--- config.mk ---
export PLATFORM = sky130hd
export DESIGN_NAME = cfg_boot_seq
export DESIGN_NICKNAME = d
export VERILOG_FILES = /design/src/rtl/cbs_pkg.sv /design/src/rtl/cbs_edge_det.sv /design/src/rtl/cbs_mode_latch.sv /design/src/rtl/cbs_err_timer.sv /design/src/rtl/cbs_pull_map.sv /design/src/rtl/cfg_boot_seq.sv
export SDC_FILE = /design/constraint.sdc
export NUM_CORES = 1
export LEC_CHECK = 0
export ABC_AREA = 1
export ABC_CLOCK_PERIOD_IN_PS = 1900
export BUFFER_PORTS_ARGS = -buffer_cell sky130_fd_sc_hd__buf_2
export CORE_ASPECT_RATIO = 1.1
export CORE_MARGIN = 8
export CORE_UTILIZATION = 35
export DETAILED_ROUTE_END_ITERATION = 6
export PLACE_DENSITY = 0.72
export RECOVER_POWER = 50
export SYNTH_ARGS = -nofsm -noshare
export SYNTH_HDL_FRONTEND = slang
export SYNTH_SLANG_ARGS = --single-unit
--- constraint.sdc ---
create_clock -name clk -period 1.9 [get_ports clk]
set_input_delay 0.095 -clock clk [delete_from_list [all_inputs] [get_ports clk]]
set_output_delay 0.095 -clock clk [all_outputs]
set_load 0.1 [all_outputs]
--- src/rtl/cbs_pkg.sv ---
package cbs_pkg;

  typedef enum logic [2:0] {
    ST_PON     = 3'd0,
    ST_STARTUP = 3'd1,
    ST_IDLE    = 3'd2,
    ST_CONFIG  = 3'd3,
    ST_USER    = 3'd4,
    ST_ERROR   = 3'd5
  } boot_state_e;

  // Status pin level per state: high only once configuration has begun.
  function automatic logic status_level(boot_state_e s);
    return (s == ST_CONFIG) || (s == ST_USER);
  endfunction

  // Configuration I/O pulls are active before firmware hands over.
  function automatic logic cfg_pulls_on(boot_state_e s);
    return (s == ST_PON) || (s == ST_STARTUP);
  endfunction

  // General-purpose pull-ups: on after power-on, released in user mode.
  function automatic logic gpio_pulls_on(boot_state_e s);
    return (s != ST_PON) && (s != ST_USER);
  endfunction

  // Index belongs to the pull-down set: a multiple of stride, within count.
  function automatic logic is_pd_group(int idx, int stride, int count);
    return ((idx % stride) == 0) && ((idx / stride) < count);
  endfunction

endpackage

--- src/rtl/cbs_edge_det.sv ---
module cbs_edge_det (
  input  logic clk,
  input  logic rst_n,
  input  logic din,
  output logic rise,
  output logic fall
);
  logic prev_q;

  // Reset to high so a pin held high from power-on never looks like a rise.
  always_ff @(posedge clk or negedge rst_n) begin
    if (!rst_n) prev_q <= 1'b1;
    else        prev_q <= din;
  end

  assign rise = din & ~prev_q;
  assign fall = ~din & prev_q;
endmodule

--- src/rtl/cbs_mode_latch.sv ---
module cbs_mode_latch #(
  parameter int                MODE_W    = 3,
  parameter logic [MODE_W-1:0] JTAG_CODE = '1
) (
  input  logic              clk,
  input  logic              rst_n,
  input  logic              capture,
  input  logic [MODE_W-1:0] mode_in,
  output logic [MODE_W-1:0] mode_q,
  output logic              is_jtag
);
  always_ff @(posedge clk or negedge rst_n) begin
    if (!rst_n)       mode_q <= '0;
    else if (capture) mode_q <= mode_in;
  end

  assign is_jtag = (mode_q == JTAG_CODE);
endmodule

--- src/rtl/cbs_err_timer.sv ---
module cbs_err_timer #(
  parameter int HOLD = 16
) (
  input  logic clk,
  input  logic rst_n,
  input  logic active,
  output logic expired
);
  localparam int CW = (HOLD < 2) ? 1 : $clog2(HOLD + 1);
  localparam logic [CW-1:0] LAST = CW'(HOLD - 1);

  logic [CW-1:0] cnt_q;

  always_ff @(posedge clk or negedge rst_n) begin
    if (!rst_n)      cnt_q <= '0;
    else if (active) cnt_q <= cnt_q + 1'b1;
    else             cnt_q <= '0;
  end

  assign expired = active && (cnt_q == LAST);
endmodule

--- src/rtl/cbs_pull_map.sv ---
module cbs_pull_map
  import cbs_pkg::*;
#(
  parameter int N_CFG_IO  = 24,
  parameter int N_GPIO    = 8,
  parameter int PD_STRIDE = 8,
  parameter int PD_COUNT  = 3
) (
  input  boot_state_e        state,
  output logic [N_CFG_IO-1:0] cfg_pu,
  output logic [N_CFG_IO-1:0] cfg_pd,
  output logic [N_GPIO-1:0]   gpio_pu
);
  logic cfg_on;
  logic gp_on;

  assign cfg_on = cfg_pulls_on(state);
  assign gp_on  = gpio_pulls_on(state);

  for (genvar i = 0; i < N_CFG_IO; i++) begin : g_cfg
    localparam logic IS_PD = is_pd_group(i, PD_STRIDE, PD_COUNT);
    assign cfg_pd[i] = cfg_on &  IS_PD;
    assign cfg_pu[i] = cfg_on & ~IS_PD;
  end

  assign gpio_pu = {N_GPIO{gp_on}};
endmodule

--- src/rtl/cfg_boot_seq.sv ---
module cfg_boot_seq
  import cbs_pkg::*;
#(
  parameter int                MODE_W    = 3,
  parameter logic [MODE_W-1:0] JTAG_CODE = 3'b111,
  parameter int                ERR_HOLD  = 16,
  parameter int                N_CFG_IO  = 24,
  parameter int                N_GPIO    = 8,
  parameter int                PD_STRIDE = 8,
  parameter int                PD_COUNT  = 3
) (
  input  logic                clk,
  input  logic                rst_n,
  input  logic                por_done,
  input  logic [MODE_W-1:0]   mode_sel,
  input  logic                fw_done,
  input  logic                ncfg_in,
  input  logic                cfg_valid,
  input  logic                cfg_done,
  input  logic                cfg_err,
  output logic                nstatus_out,
  output logic                cfg_ready,
  output logic                user_mode,
  output logic [2:0]          boot_state,
  output logic [MODE_W-1:0]   mode_latched,
  output logic [N_CFG_IO-1:0] cfg_io_pu_en,
  output logic [N_CFG_IO-1:0] cfg_io_pd_en,
  output logic [N_GPIO-1:0]   gpio_pu_en
);
  boot_state_e state_q, state_d;

  // Named internal events, shared with the checker.
  logic ncfg_rise, ncfg_fall;
  logic mode_capture;
  logic is_jtag;
  logic err_expired;
  logic stream_fail, stream_ok;

  cbs_edge_det u_edge (
    .clk  (clk),
    .rst_n(rst_n),
    .din  (ncfg_in),
    .rise (ncfg_rise),
    .fall (ncfg_fall)
  );

  assign mode_capture = (state_q == ST_PON) && por_done;

  cbs_mode_latch #(
    .MODE_W   (MODE_W),
    .JTAG_CODE(JTAG_CODE)
  ) u_mode (
    .clk    (clk),
    .rst_n  (rst_n),
    .capture(mode_capture),
    .mode_in(mode_sel),
    .mode_q (mode_latched),
    .is_jtag(is_jtag)
  );

  cbs_err_timer #(
    .HOLD(ERR_HOLD)
  ) u_err (
    .clk    (clk),
    .rst_n  (rst_n),
    .active (state_q == ST_ERROR),
    .expired(err_expired)
  );

  assign stream_fail = cfg_valid && cfg_err;
  assign stream_ok   = cfg_valid && cfg_done && !cfg_err;

  always_comb begin
    state_d = state_q;
    unique case (state_q)
      ST_PON:     if (por_done) state_d = ST_STARTUP;
      ST_STARTUP: if (!is_jtag && fw_done) state_d = ST_IDLE;
      ST_IDLE:    if (ncfg_rise) state_d = ST_CONFIG;
      ST_CONFIG: begin
        if (!ncfg_in || stream_fail) state_d = ST_ERROR;
        else if (stream_ok)          state_d = ST_USER;
      end
      ST_USER:    if (!ncfg_in) state_d = ST_ERROR;
      ST_ERROR:   if (err_expired || ncfg_fall) state_d = ST_IDLE;
      default:    state_d = ST_PON;
    endcase
  end

  always_ff @(posedge clk or negedge rst_n) begin
    if (!rst_n) state_q <= ST_PON;
    else        state_q <= state_d;
  end

  assign boot_state  = state_q;
  assign nstatus_out = status_level(state_q);
  assign cfg_ready   = (state_q == ST_CONFIG);
  assign user_mode   = (state_q == ST_USER);

  cbs_pull_map #(
    .N_CFG_IO (N_CFG_IO),
    .N_GPIO   (N_GPIO),
    .PD_STRIDE(PD_STRIDE),
    .PD_COUNT (PD_COUNT)
  ) u_pull (
    .state  (state_q),
    .cfg_pu (cfg_io_pu_en),
    .cfg_pd (cfg_io_pd_en),
    .gpio_pu(gpio_pu_en)
  );
endmodule

==> impl_results.rst, run 1 <==
.. list-table::
   :header-rows: 1

   * - Metric
     - Value
   * - Busiest grt layer
     - met2
   * - Detailed Route Iter0 Violations
     - 21
   * - Max frequency
     - 0.550 GHz
   * - First-pass detailed-route iteration total
     - 4
   * - CTS buffer count
     - 3
   * - Worst Hold Endpoint
     - u_mode.mode_q[0]
   * - Core ar.
     - 3050 um^2
   * - Number of I/O port buffers
     - 51
   * - Synthesized flop and latch total
     - 12
   * - HPWL reported at the end of detailed placement
     - 2.16 mm
   * - Total via count after detailed routing
     - 819
   * - RSZ-0062 raised after global routing
     - yes
   * - Fraction of final layout cells sized beyond drive strength 1
     - 44.6%
   * - Diode count
     - 0
   * - Number of slew-limit violations in the final report
     - 0
   * - Yosys warns
     - 0
   * - Final Hold Slack
     - 30.8 ps
   * - DIE WIDTH
     - 69.8 um
   * - Share of the clock period used by the worst path after layout
     - 95.8%
   * - Mapped Avg Cell Area
     - 7.96 um^2
   * - Detail-routed net length per standard cell
     - 12.8 um
   * - Worst setup skew after layout
     - 6.23 ps
   * - Post-route antenna net violation count
     - 0
   * - Met3 Use GR
     - 6.19%
   * - Worst Path Arrival
     - 1720 ps
   * - Starting density of the core
     - 36.6%
   * - Max Buffers Root-to-Sink
     - 2
   * - Count of cells along the worst hold path
     - 2
   * - DRC viols
     - 0
   * - Commonest cells after routing, fill and taps aside
     - buf_2, buf_12, conb_1, nand2_1, inv_1
   * - Routability congestion estimate from global placement
     - 0.825
   * - Length in cells of the worst reg-to-reg path
     - 10
   * - Setup TNS Final
     - 0 ps
   * - Fraction of synthesized cell area taken by the top area cell type
     - 37.7%
   * - Final global-route overflow total
     - 0
   * - Highest fanout seen on the critical path
     - 12
   * - Worst min-delay path category
     - in -> reg
   * - Portion of the post-synthesis area used by sequential elements
     - 27.0%
   * - Antenna violations before repair
     - 0
   * - Max-cap check violation count
     - 0
   * - Pin count of the biggest net entering global routing
     - 25
   * - Overall die height
     - 75.2 um
   * - Class of the most critical setup path
     - reg -> out
   * - Unique cell type count in the Yosys netlist
     - 23
   * - CTS-repair resized insts
     - 0
   * - Source-to-sink clock delay at the later pin of the worst-skew pair
     - 270 ps
   * - Final period demand of the worst path
     - 1820 ps
   * - Relative slew slack
     - 53.1%
   * - Met1 track utilization from global routing
     - 10.5%
   * - Leading area contributor after synthesis
     - buf_4
   * - CTS tree
     - done
   * - I/O pins
     - 76
   * - Die footprint
     - 5250 um^2
   * - Routing usage on met2
     - 14.7%
   * - Area growth from synthesis to layout
     - 40.4%
   * - Via-to-Cell Ratio
     - 4.10
   * - GRT Resource Usage Total
     - 9.48%
   * - Endpoint type of the worst setup path
     - output pin
   * - Clock slew at reported path FFs
     - 80 ps
   * - Wire length after detailed routing
     - 2.56 mm
   * - Launch point of the worst reg-to-reg path
     - u_err.cnt_q[0]
   * - Hold path startpoint
     - mode_sel[0]
   * - Biggest area contributors in the synthesized netlist
     - buf_4, dfrtp_1, nand2_1, inv_1, nand3_2
   * - Vias in the first global route
     - 814
   * - Reg-to-reg critical path endpoint
     - boot_state[0]
   * - Cell count after synthesis
     - 140
   * - Sinks on Clock Net
     - 12
   * - Placement row count
     - 21
   * - Data required time of the worst path
     - 1800 ps
   * - Measured slew at the worst slew-check pin
     - 704 ps
   * - Outcome
     - completed
   * - Final nets
     - 180
   * - Worst reg-to-reg setup slack
     - 440 ps
   * - Mapped cell area
     - 1110 um^2
   * - Hold Vio Cnt, Final
     - 0
   * - Library cell used as clock root buffer
     - clkbuf_4
   * - Setup violation total in the final timing report
     - 0
   * - Global-route wire length before repair
     - 3.98 mm
   * - CTS H-tree lvls
     - 1
   * - Startpoint Class
     - flop
[layer usage]
metal  vias up  part of all wire (%)
li1        402                     -
met1       359                    40
met2        58                    46
met3         0                    14
met4         0                     0
met5         -                     0
[state kept, by name, indices dropped and copies added (netlist names)]
name	flops
boot_state	3
u_err.cnt_q	5
u_mode.mode_q	3
u_edge.prev_q	1
[per-stage QoR]
stage | instances | instance area (um^2) | setup WS (ps) | util [%]
4_1_cts | 199 | 1540 | 22.9 | 50.6
3_5_place_dp | 193 | 1490 | 329 | 48.8
6_report | 200 | 1570 | 80.6 | 51.4
3_3_place_gp | 193 | 1490 | 379 | 48.8
5_1_grt | 200 | 1570 | -18.6 | 51.4
2_1_floorplan | 163 | 1230 | -4.49 | -
[critical path: stages, from the launching register on]
cell	delay, ps
dfrtp_4	520
nor2_2	110
inv_1	140
a21oi_4	230
clkbuf_16	250
buf_12	190
[worst max path at each step]
stage	from	end	slack, ps	cells after the start
after global routing	boot_state[1]	cfg_io_pu_en[9]	-20	5
after CTS	boot_state[1]	cfg_io_pu_en[18]	20	5
final	boot_state[0]	cfg_io_pu_en[9]	80	5
after global placement	boot_state[1]	cfg_io_pu_en[11]	380	5
after floorplan	boot_state[1]	cfg_io_pd_en[0]	-4	4
after detailed placement	boot_state[1]	cfg_io_pu_en[18]	330	5
[Yosys cell counts]
cell       n
and2_1     1
nor2_4     1
nor3b_1    1
nand3b_1   1
nor2_2     2
nand2_2    2
mux2_1     3
inv_2      2
nand2_1   19
inv_1     12
buf_6      1
dfstp_2    1
buf_4     56
o21ai_1    1
a21oi_1    3
nand3_2    4
nor2_1     7
dfrtp_1   11
conb_1     1
o21ai_2    1
ha_1       2
o21bai_1   1
nand3_1    7
[repair_timing]
item                                   in CTS  in global routing
setup endpoints to repair                   0                 24
endpoints found under the hold margin      13                  0
hold buffers                                2                  0
setup buffers                               0                  0
[logic make-up (layout without fill, tap and decap cells)]
group	Yosys count	count (layout)	share of synthesized area (%)
buffers and inverters	71	74	43.4
AND/OR/NAND/NOR	45	45	20.7
flip-flops	12	12	27.0
AO/OA/AOI/OAI	6	6	3.25
multiplexers	3	3	3.03
adder cells (fa/ha/maj)	2	2	2.24
other	1	24	0.336
[layout make-up]
| class | instances | area, um^2 |
|---|---|---|
| clock buffers | 4 | 36.3 |
| repair buffers | 56 | 686 |
| well taps | 34 | 42.5 |
| flip-flops and latches | 12 | 310 |
| multi-input cells | 80 | 438 |
| inverters | 14 | 52.6 |
| fillers | 287 | 1480 |
Power of run 1 is not shown: default switching activity piles up to over one toggle a cycle in this logic, so the estimate is an artifact.
==> run 2: changes to the inputs <==
--- a/config.mk
+++ b/config.mk
@@ -10,9 +10,10 @@
 export BUFFER_PORTS_ARGS = -buffer_cell sky130_fd_sc_hd__buf_2
 export CORE_ASPECT_RATIO = 1.1
 export CORE_MARGIN = 8
-export CORE_UTILIZATION = 35
+export CORE_UTILIZATION = 37
+export CTS_BUF_LIST = sky130_fd_sc_hd__clkbuf_16
 export DETAILED_ROUTE_END_ITERATION = 6
-export PLACE_DENSITY = 0.72
+export PLACE_DENSITY = 0.76
 export RECOVER_POWER = 50
 export SYNTH_ARGS = -nofsm -noshare
 export SYNTH_HDL_FRONTEND = slang
==> impl_results.rst, run 2 (same netlist as run 1, synthesis figures left out) <==
.. list-table::
   :header-rows: 1

   * - Metric
     - Value
   * - Outcome
     - completed
   * - First-pass detailed-route iteration total
     - 4
   * - Source-to-sink clock delay at the later pin of the worst-skew pair
     - 240 ps
   * - Class of the most critical setup path
     - reg -> out
   * - Setup violation total in the final timing report
     - 0
   * - Pin count of the biggest net entering global routing
     - 13
   * - Largest register FFs
     - 5
   * - Final global-route overflow total
     - 0
   * - Total via count after detailed routing
     - 823
   * - Fraction of final layout cells sized beyond drive strength 1
     - 40.6%
   * - Startpoint Class
     - flop
   * - DIE WIDTH
     - 68.3 um
   * - Final period demand of the worst path
     - 1770 ps
   * - Hold Vio Cnt, Final
     - 0
   * - Leading cell type in the layout, fill and taps excluded
     - buf_12
   * - Final nets
     - 179
   * - Data required time of the worst path
     - 1800 ps
   * - Number of I/O port buffers
     - 51
   * - RSZ-0062 raised after global routing
     - no
   * - Sequential cell area
     - 309 um^2
   * - GRT Resource Usage Total
     - 9.20%
   * - Via-to-Cell Ratio
     - 4.14
   * - Post-route antenna net violation count
     - 0
   * - Highest fanout seen on the critical path
     - 12
   * - HPWL reported at the end of detailed placement
     - 2.18 mm
   * - Area occupied by multi-input gates
     - 433 um^2
   * - Area growth from synthesis to layout
     - 42.9%
   * - Sinks on Clock Net
     - 12
   * - Worst min-delay path category
     - in -> reg
   * - Starting density of the core
     - 37.5%
   * - Routability congestion estimate from global placement
     - 0.897
   * - Max-cap check violation count
     - 0
   * - Number of instances in the placed design
     - 192
   * - Die footprint
     - 5030 um^2
   * - Wire length after detailed routing
     - 2.44 mm
   * - Library cell used as clock root buffer
     - clkbuf_16
   * - Number of fillers in the final layout
     - 284
   * - Antenna violations before repair
     - 0
   * - Register bank with the most flops
     - u_err.cnt_q
   * - Diode count
     - 0
   * - CTS buffer count
     - 3
   * - Commonest cells after routing, fill and taps aside
     - buf_12, conb_1, nand2_1, buf_2, inv_1
   * - Endpoint type of the worst setup path
     - output pin
   * - Core ar.
     - 2970 um^2
   * - Finished Layout Cells
     - 199
   * - Worst Path Arrival
     - 1680 ps
   * - Global-route wire length before repair
     - 3.54 mm
   * - Final Hold Slack
     - 72.2 ps
   * - Clock slew at reported path FFs
     - 40 ps
   * - Placement row count
     - 21
   * - I/O pins
     - 76
   * - Share of the clock period used by the worst path after layout
     - 93.3%
   * - Setup TNS Final
     - 0 ps
   * - CTS H-tree lvls
     - 1
   * - Measured slew at the worst slew-check pin
     - 1180 ps
   * - Number of slew-limit violations in the final report
     - 0
   * - Vias in the first global route
     - 817
   * - Overall die height
     - 73.6 um
   * - Worst setup skew after layout
     - 4.53 ps
   * - Relative slew slack
     - 22.0%
   * - Max Buffers Root-to-Sink
     - 2
   * - CTS tree
     - done
   * - Detailed Route Iter0 Violations
     - 10
   * - Detail-routed net length per standard cell
     - 12.3 um
   * - DRC viols
     - 0
   * - Max frequency
     - 0.564 GHz
## run 2: changes by cell type in the layout (fill, tap and decap cells not counted), sizes merged
cell,delta
inv,+1
buf,-11
clkbuf,+9
## run 2: area by class of cell
cell class / instances / share of cell area, %
well taps: 34 / 2.67
clock inverters: 1 / 0.236
flip-flops and latches: 12 / 19.4
inverters: 14 / 3.30
multi-input cells: 80 / 27.2
repair buffers: 55 / 42.5
clock buffers: 3 / 4.71
## run 2: metrics by stage
stage	setup slack (ps)	area [um^2]	utilization [%]
2_1_floorplan	-4.49	1230	-
3_5_place_dp	203	1480	49.8
3_3_place_gp	259	1480	49.8
6_report	127	1590	53.6
5_1_grt	53.8	1590	53.6
4_1_cts	47.2	1620	54.4
## run 2: path summary, 6_finish.rpt
kind / startpoint / end / slack (ps) / cells past startpoint
setup / recovery: boot_state[1] / cfg_io_pd_en[8] / 130 / 5
setup reg to reg: boot_state[2] / boot_state[2] / 410 / 5
hold / removal: mode_sel[2] / u_mode.mode_q[2] / 70 / 2
min in group asynchronous: rst_n / u_err.cnt_q[3] / 390 / 2
max in group asynchronous: rst_n / boot_state[1] / 1030 / 2
hold reg to reg: u_err.cnt_q[0] / u_err.cnt_q[0] / 460 / 1
## run 2: what timing repair did
action	4_1_cts	5_1_grt
setup endpoints to repair	24	12
hold buffers	2	0
endpoints found under the hold margin	13	0
gates resized for setup	2	1
cloned	1	0
buffers inserted	0	0
## run 2: worst max-delay path: stages, from the launching register on
cell and delay (ps):
dfrtp_4 500, nor2_4 170, inv_2 110, a21oi_4 230
buf_12 230, buf_12 190
## run 2: per-layer routing
metal | global-route usage [%] | part of all wire [%] | vias up
met2 | 15.2 | 45 | 55
met1 | 9.41 | 37 | 360
li1 | - | - | 401
met5 | 0 | 0 | -
met4 | 5.24 | 2.0 | 0
met3 | 3.81 | 16 | 7
Power of run 2 is left out for the same reason.
